### src/rtl/addr_cs_pkg.sv
package addr_cs_pkg;
  typedef enum logic [1:0] {
    IDX_HIGH  = 2'd0,
    IDX_START = 2'd1,
    IDX_STOP  = 2'd2,
    IDX_MODE  = 2'd3
  } reg_idx_e;

  localparam int MODE_BITS = 3;

  typedef struct packed {
    logic wide;   // bit 2
    logic wr_en;  // bit 1
    logic rd_en;  // bit 0
  } mode_t;
endpackage

### src/rtl/cs_cfg_regs.sv
module cs_cfg_regs
  import addr_cs_pkg::*;
#(
  parameter int HIGH_W = 12,
  parameter int LOW_W  = 16,
  parameter int DATA_W = 16
) (
  input  logic              clk_i,
  input  logic              rtc_rst_ni,
  input  logic              we_i,
  input  logic [1:0]        idx_i,
  input  logic [DATA_W-1:0] wdata_i,
  output logic [DATA_W-1:0] rdata_o,
  output logic [HIGH_W-1:0] high_o,
  output logic [LOW_W-1:0]  start_o,
  output logic [LOW_W-1:0]  stop_o,
  output mode_t             mode_o
);
  logic [HIGH_W-1:0] high_q;
  logic [LOW_W-1:0]  start_q, stop_q;
  mode_t             mode_q;

  // only the configuration reset clears these; the system reset must not
  always_ff @(posedge clk_i or negedge rtc_rst_ni) begin
    if (!rtc_rst_ni) begin
      high_q  <= '0;
      start_q <= '0;
      stop_q  <= '0;
      mode_q  <= '0;
    end else if (we_i) begin
      unique case (reg_idx_e'(idx_i))
        IDX_HIGH:  high_q  <= wdata_i[HIGH_W-1:0];
        IDX_START: start_q <= wdata_i[LOW_W-1:0];
        IDX_STOP:  stop_q  <= wdata_i[LOW_W-1:0];
        IDX_MODE:  mode_q  <= mode_t'(wdata_i[MODE_BITS-1:0]);
        default: ;
      endcase
    end
  end

  always_comb begin
    rdata_o = '0;
    unique case (reg_idx_e'(idx_i))
      IDX_HIGH:  rdata_o[HIGH_W-1:0]    = high_q;
      IDX_START: rdata_o[LOW_W-1:0]     = start_q;
      IDX_STOP:  rdata_o[LOW_W-1:0]     = stop_q;
      IDX_MODE:  rdata_o[MODE_BITS-1:0] = mode_q;
      default: ;
    endcase
  end

  assign high_o  = high_q;
  assign start_o = start_q;
  assign stop_o  = stop_q;
  assign mode_o  = mode_q;

  logic unused_wdata;
  assign unused_wdata = ^wdata_i[DATA_W-1:MODE_BITS];

  p_write_start_r10: assert property (@(posedge clk_i) disable iff (!rtc_rst_ni)
    (we_i && idx_i == IDX_START) |=> start_q == $past(wdata_i[LOW_W-1:0]));
  p_write_mode_r10: assert property (@(posedge clk_i) disable iff (!rtc_rst_ni)
    (we_i && idx_i == IDX_MODE) |=> mode_q == $past(wdata_i[MODE_BITS-1:0]));
  p_hold_cfg_r7: assert property (@(posedge clk_i) disable iff (!rtc_rst_ni)
    !we_i |=> ($stable(high_q) && $stable(start_q) && $stable(stop_q) && $stable(mode_q)));
  p_rtc_clear_r6: assert property (@(posedge clk_i)
    !rtc_rst_ni |-> (high_q == '0 && start_q == '0 && stop_q == '0 && mode_q == '0));
endmodule

### src/rtl/cs_window_match.sv
module cs_window_match
  import addr_cs_pkg::*;
#(
  parameter int HIGH_W = 12,
  parameter int LOW_W  = 16,
  localparam int ADDR_W = HIGH_W + LOW_W
) (
  input  logic              clk_i,
  input  logic              rst_ni,
  input  logic              valid_i,
  input  logic              write_i,
  input  logic [ADDR_W-1:0] addr_i,
  input  logic [HIGH_W-1:0] high_i,
  input  logic [LOW_W-1:0]  start_i,
  input  logic [LOW_W-1:0]  stop_i,
  input  mode_t             mode_i,
  output logic              hit_o
);
  logic [LOW_W-1:0] lo_m, start_m, stop_m;
  logic             high_eq, in_range, dir_ok;

  // 16-bit device: drop bit 0 from all three operands
  always_comb begin
    lo_m    = addr_i[LOW_W-1:0];
    start_m = start_i;
    stop_m  = stop_i;
    if (mode_i.wide) begin
      lo_m[0]    = 1'b0;
      start_m[0] = 1'b0;
      stop_m[0]  = 1'b0;
    end
  end

  assign high_eq  = addr_i[ADDR_W-1:LOW_W] == high_i;
  assign in_range = (lo_m >= start_m) && (lo_m <= stop_m);
  assign dir_ok   = write_i ? mode_i.wr_en : mode_i.rd_en;
  assign hit_o    = valid_i && high_eq && in_range && dir_ok;

  p_no_valid_r9: assert property (@(posedge clk_i) disable iff (!rst_ni)
    !valid_i |-> !hit_o);
  p_dir_gate_r4: assert property (@(posedge clk_i) disable iff (!rst_ni)
    hit_o |-> (write_i ? mode_i.wr_en : mode_i.rd_en));
  p_empty_range_r8: assert property (@(posedge clk_i) disable iff (!rst_ni)
    (!mode_i.wide && start_i > stop_i) |-> !hit_o);
  p_high_eq_r1: assert property (@(posedge clk_i) disable iff (!rst_ni)
    hit_o |-> addr_i[ADDR_W-1:LOW_W] == high_i);
endmodule

### src/rtl/cs_out_stage.sv
module cs_out_stage #(
  parameter bit REG_OUT = 1'b1
) (
  input  logic clk_i,
  input  logic rst_ni,
  input  logic hit_i,
  output logic cs_o
);
  if (REG_OUT) begin : g_reg
    logic cs_q;
    always_ff @(posedge clk_i or negedge rst_ni) begin
      if (!rst_ni) cs_q <= 1'b0;
      else         cs_q <= hit_i;
    end
    assign cs_o = cs_q;

    p_lat_hit_r11: assert property (@(posedge clk_i) disable iff (!rst_ni)
      hit_i |=> cs_o);
    p_lat_miss_r11: assert property (@(posedge clk_i) disable iff (!rst_ni)
      !hit_i |=> !cs_o);
  end else begin : g_comb
    assign cs_o = hit_i;
  end
endmodule

### src/rtl/addr_window_cs.sv
module addr_window_cs
  import addr_cs_pkg::*;
#(
  parameter int HIGH_W  = 12,
  parameter int LOW_W   = 16,
  parameter int DATA_W  = 16,
  parameter bit REG_OUT = 1'b1,
  localparam int ADDR_W = HIGH_W + LOW_W
) (
  input  logic              clk_i,
  input  logic              rst_ni,
  input  logic              rtc_rst_ni,
  input  logic              reg_we_i,
  input  logic [1:0]        reg_idx_i,
  input  logic [DATA_W-1:0] reg_wdata_i,
  output logic [DATA_W-1:0] reg_rdata_o,
  input  logic              bus_valid_i,
  input  logic [ADDR_W-1:0] bus_addr_i,
  input  logic              bus_write_i,
  output logic              cs_o
);
  logic [HIGH_W-1:0] high;
  logic [LOW_W-1:0]  start, stop;
  mode_t             mode;
  logic              hit;

  cs_cfg_regs #(.HIGH_W(HIGH_W), .LOW_W(LOW_W), .DATA_W(DATA_W)) u_cfg (
    .clk_i, .rtc_rst_ni,
    .we_i(reg_we_i), .idx_i(reg_idx_i), .wdata_i(reg_wdata_i), .rdata_o(reg_rdata_o),
    .high_o(high), .start_o(start), .stop_o(stop), .mode_o(mode)
  );

  cs_window_match #(.HIGH_W(HIGH_W), .LOW_W(LOW_W)) u_match (
    .clk_i, .rst_ni,
    .valid_i(bus_valid_i), .write_i(bus_write_i), .addr_i(bus_addr_i),
    .high_i(high), .start_i(start), .stop_i(stop), .mode_i(mode), .hit_o(hit)
  );

  cs_out_stage #(.REG_OUT(REG_OUT)) u_out (
    .clk_i, .rst_ni, .hit_i(hit), .cs_o
  );
endmodule

### config.mk
export PLATFORM = sky130hd
export DESIGN_NAME = addr_window_cs
export DESIGN_NICKNAME = d
export VERILOG_FILES = /design/src/rtl/addr_cs_pkg.sv /design/src/rtl/cs_cfg_regs.sv /design/src/rtl/cs_window_match.sv /design/src/rtl/cs_out_stage.sv /design/src/rtl/addr_window_cs.sv
export SDC_FILE = /design/constraint.sdc
export NUM_CORES = 1
export LEC_CHECK = 0
export CORE_MARGIN = 1.5
export CORE_UTILIZATION = 39
export CTS_BUF_LIST = sky130_fd_sc_hd__clkbuf_4
export CTS_CLUSTER_SIZE = 16
export DETAILED_ROUTE_END_ITERATION = 10
export HOLD_SLACK_MARGIN = 0.15
export PLACE_DENSITY_LB_ADDON = 0.3
export REMOVE_ABC_BUFFERS = 1
export SLEW_MARGIN = 20
export SYNTH_ARGS = -nofsm -noshare
export SYNTH_HDL_FRONTEND = slang
export SYNTH_SLANG_ARGS = --single-unit
### constraint.sdc
create_clock -name clk_i -period 2.77 [get_ports clk_i]
set_input_delay 0.4155 -clock clk_i [delete_from_list [all_inputs] [get_ports clk_i]]
set_output_delay 0.4155 -clock clk_i [all_outputs]
set_load 0.02 [all_outputs]
==> impl_metrics.json <==
{
  "crit_type": "input port to output pin",
  "grt_pass1_vias": 2521,
  "grt_max_degree": 25,
  "drt-pass1-iter-count": 5,
  "synthCells": 287,
  "grt_pass1_wl_um": 12500,
  "async_reset_ff_share_pct": 100,
  "r2r-start": "u_cfg.mode_o[2]$_DFFE_PN0P_",
  "area.growth.synth_to_final_pct": 29.8,
  "antenna_left": 0,
  "max_freq_mhz": 387,
  "outcome": "completed",
  "antenna_found_initial": 0,
  "crit_required_ps": 2350,
  "powerDensity_nw_per_um2": 501,
  "finalSetupViolCount": 0,
  "htree_num_levels": 2,
  "dr.first_iter.drc_count": 106,
  "cts_setup_buffers": 0,
  "clockRootBuffer": "clkbuf_4",
  "path_cells": "clkdlybuf4s50_1, inv_1, ha_1, buf_12, a222oi_1, mux2i_1, dlygate4sd2_1",
  "startpoint_type": "input port",
  "cap_violations": 0,
  "cts_tree": "done",
  "hold_ws_ps": 180,
  "gp_congestion": 0.836,
  "clk_latency_ps": 370,
  "post-route-period-util_pct": 93.3,
  "r2r_slack_ps": 820,
  "vias": 2437,
  "fin_nets": 453,
  "ys_types": 33,
  "synth-compound-area-share_pct": 9.02,
  "slowest_delay_ps": 520,
  "synthXorXnorAreaFrac_pct": 3.37,
  "fin_ws_ps": 185,
  "critPathSlowestCell": "clkdlybuf4s50_1",
  "dpl.hpwl_um": 6000,
  "ys.flop_type": "dfrtp_1",
  "syn-mean-instance-area_um2": 10.9,
  "synth_edf_count": 0,
  "synth_mux_area_share_pct": 18.3,
  "max_slew_margin_pct": 62.2,
  "drive_gt1_share_pct": 19.8,
  "synth_simple_gate_area_share_pct": 9.70,
  "drt-vias-per-instance": 5.23,
  "grt_overflow": 0,
  "coreArea_um2": 7730,
  "path_clk_slew_ps": 120,
  "p_leak_nw": 1.95,
  "tns_ps": 0,
  "die_area_um2": 8550,
  "wire_per_inst_um": 16.6,
  "yosysTopAreaCellShare_pct": 38.5,
  "fin_util_pct": 52.4,
  "synth_area_um2": 3120,
  "place_ws_ps": -39.6,
  "ys_seq_elements": 48,
  "arrival_ps": 2170,
  "critPathCaptureType": "output pin",
  "antennaDiodeCount": 0,
  "multi_input_area_um2": 1740,
  "worstPathMaxFanout": 15,
  "fin_crit_ps": 2580,
  "register_area_um2": 1200,
  "die_w_um": 92.5,
  "hold_violations": 0,
  "rows": 32,
  "hp-class": "input port to asynchronous set/reset pin",
  "yosysTopAreaCell": "dfrtp_1",
  "worstMarginPinSlew_ps": 567,
  "dieHeight_um": 92.5,
  "synth_top_family_by_area": "multiplexers",
  "ys_seq_area_share_pct": 38.5,
  "drv_slew": 0,
  "r2r_end": "u_out.cs_o$_DFF_PN0_",
  "cts_made_buffers": 5,
  "rsz0062_at_grt": "no",
  "route.detailed.drc": 0,
  "vdd_drop_max_uv": 320,
  "synthAdderAreaFrac_pct": 15.2,
  "rr_worst_depth": 7,
  "track_usage_pct": 19.1,
  "power.total_mw": 2.03,
  "io_pins": 69,
  "clkSinkCount": 48,
  "synth.area.top_cells": "dfrtp_1, mux2_2, ha_1, inv_1, a222oi_1",
  "clockBufferDepth": 2,
  "initial_core_util_pct": 40.4,
  "fin_skew_ps": 19.8,
  "wl_um": 7720,
  "io_buffers": 68,
  "nFillCells": 703,
  "yosys_warnings": 0
}
[critical path, delay by kind of cell]
| family | cells | cell delay, ps |
|---|---|---|
| buffers and inverters | 4 | 1100 |
| AOI/OAI and AO/OA | 1 | 310 |
| adders and majority gates | 1 | 230 |
| muxes | 1 | 110 |
[cells in the mapped netlist (2+ instances only)]
cell and n:
dfrtp_1 48, mux2_2 48, ha_1 38, inv_1 38, nor2_1 15, a21oi_1 12, a222oi_1 12, nand2_1 9
nand4_1 8, xnor2_1 8, nor2b_1 7, buf_2 6, a22oi_1 4, xor2_1 4, mux2i_1 3, nand3_1 3
o21ai_0 3, a211oi_1 2, clkbuf_1 2, nand2_2 2, nand2b_1 2, nor4_2 2
[where the power goes]
group	switching [mW]	internal, mW	leakage [nW]
registers	0.116	0.830	0.570
clock network	0.226	0.107	0.0293
logic	0.352	0.397	1.35
total	0.693	1.33	1.95
[state kept, by name, summed over array words and instances (netlist names)]
name,cells
u_cfg.high_o,12
u_cfg.mode_o,3
u_cfg.start_o,16
u_cfg.stop_o,16
u_out.cs_o,1
[stage by stage]
| stage | std cells | cell area [µm²] |
|---|---|---|
| floorplan | 278 | 3080 |
| global placement | 457 | 3980 |
| detailed placement | 457 | 3980 |
| CTS | 466 | 4030 |
| global route | 466 | 4050 |
| finish | 466 | 4050 |
[cell usage in the layout, fill, tap and decap left out, drive strengths merged, types with 4 or more instances in the layout]
cell / instances
dfrtp: 48
clkbuf: 6
mux2: 48
nor2b: 7
a222oi: 12
nand4: 9
dlygate4sd2: 9
dlymetal6s2s: 7
xor2: 4
clkdlybuf4s50: 51
a22oi: 4
nor2: 15
a21oi: 12
xnor2: 8
ha: 38
nand2: 11
buf: 10
inv: 38
[kinds of logic (layout without fill, tap and decap cells)]
family,after synthesis,after routing
simple gates,53,53
buf+inv,47,124
xor+xnor,12,12
fa+ha+maj,38,38
compound gates,38,38
flops,48,48
mux,51,51
[area by class of cell]
class	count	area share, %
Clock buffer	6	1.11
Clock inverter	2	0.278
Inverter	38	3.52
Multi-Input combinational cell	192	42.9
Sequential cell	48	29.7
Tap cell	102	3.15
Timing Repair Buffer	78	19.4
[routing by layer]
layer | global-route usage [%] | share of wire (%) | up-vias
met5 | 0 | 0 | -
met4 | 5.38 | 1.5 | 0
met3 | 3.28 | 5.1 | 10
met2 | 32.7 | 49 | 66
met1 | 24.5 | 45 | 1185
li1 | - | - | 1176
[worst max-delay path by stage]
stage / from / to / slack [ps]
6_report: reg_idx_i[0] / reg_rdata_o[0] / 190
5_1_grt: reg_idx_i[0] / reg_rdata_o[1] / 80
4_1_cts: reg_idx_i[0] / reg_rdata_o[7] / 4
3_5_place_dp: reg_idx_i[0] / reg_rdata_o[6] / -40
3_3_place_gp: reg_idx_i[0] / reg_rdata_o[1] / -8
2_1_floorplan: reg_idx_i[0] / reg_rdata_o[0] / 920
[repair_timing]
action	4_1_cts	5_1_grt
hold buffers	1	0
hold endpoints to repair	23	0
resized for setup	10	7
endpoints found under the setup margin	10	7
Note: power is estimated with default switching activity, not from simulation.
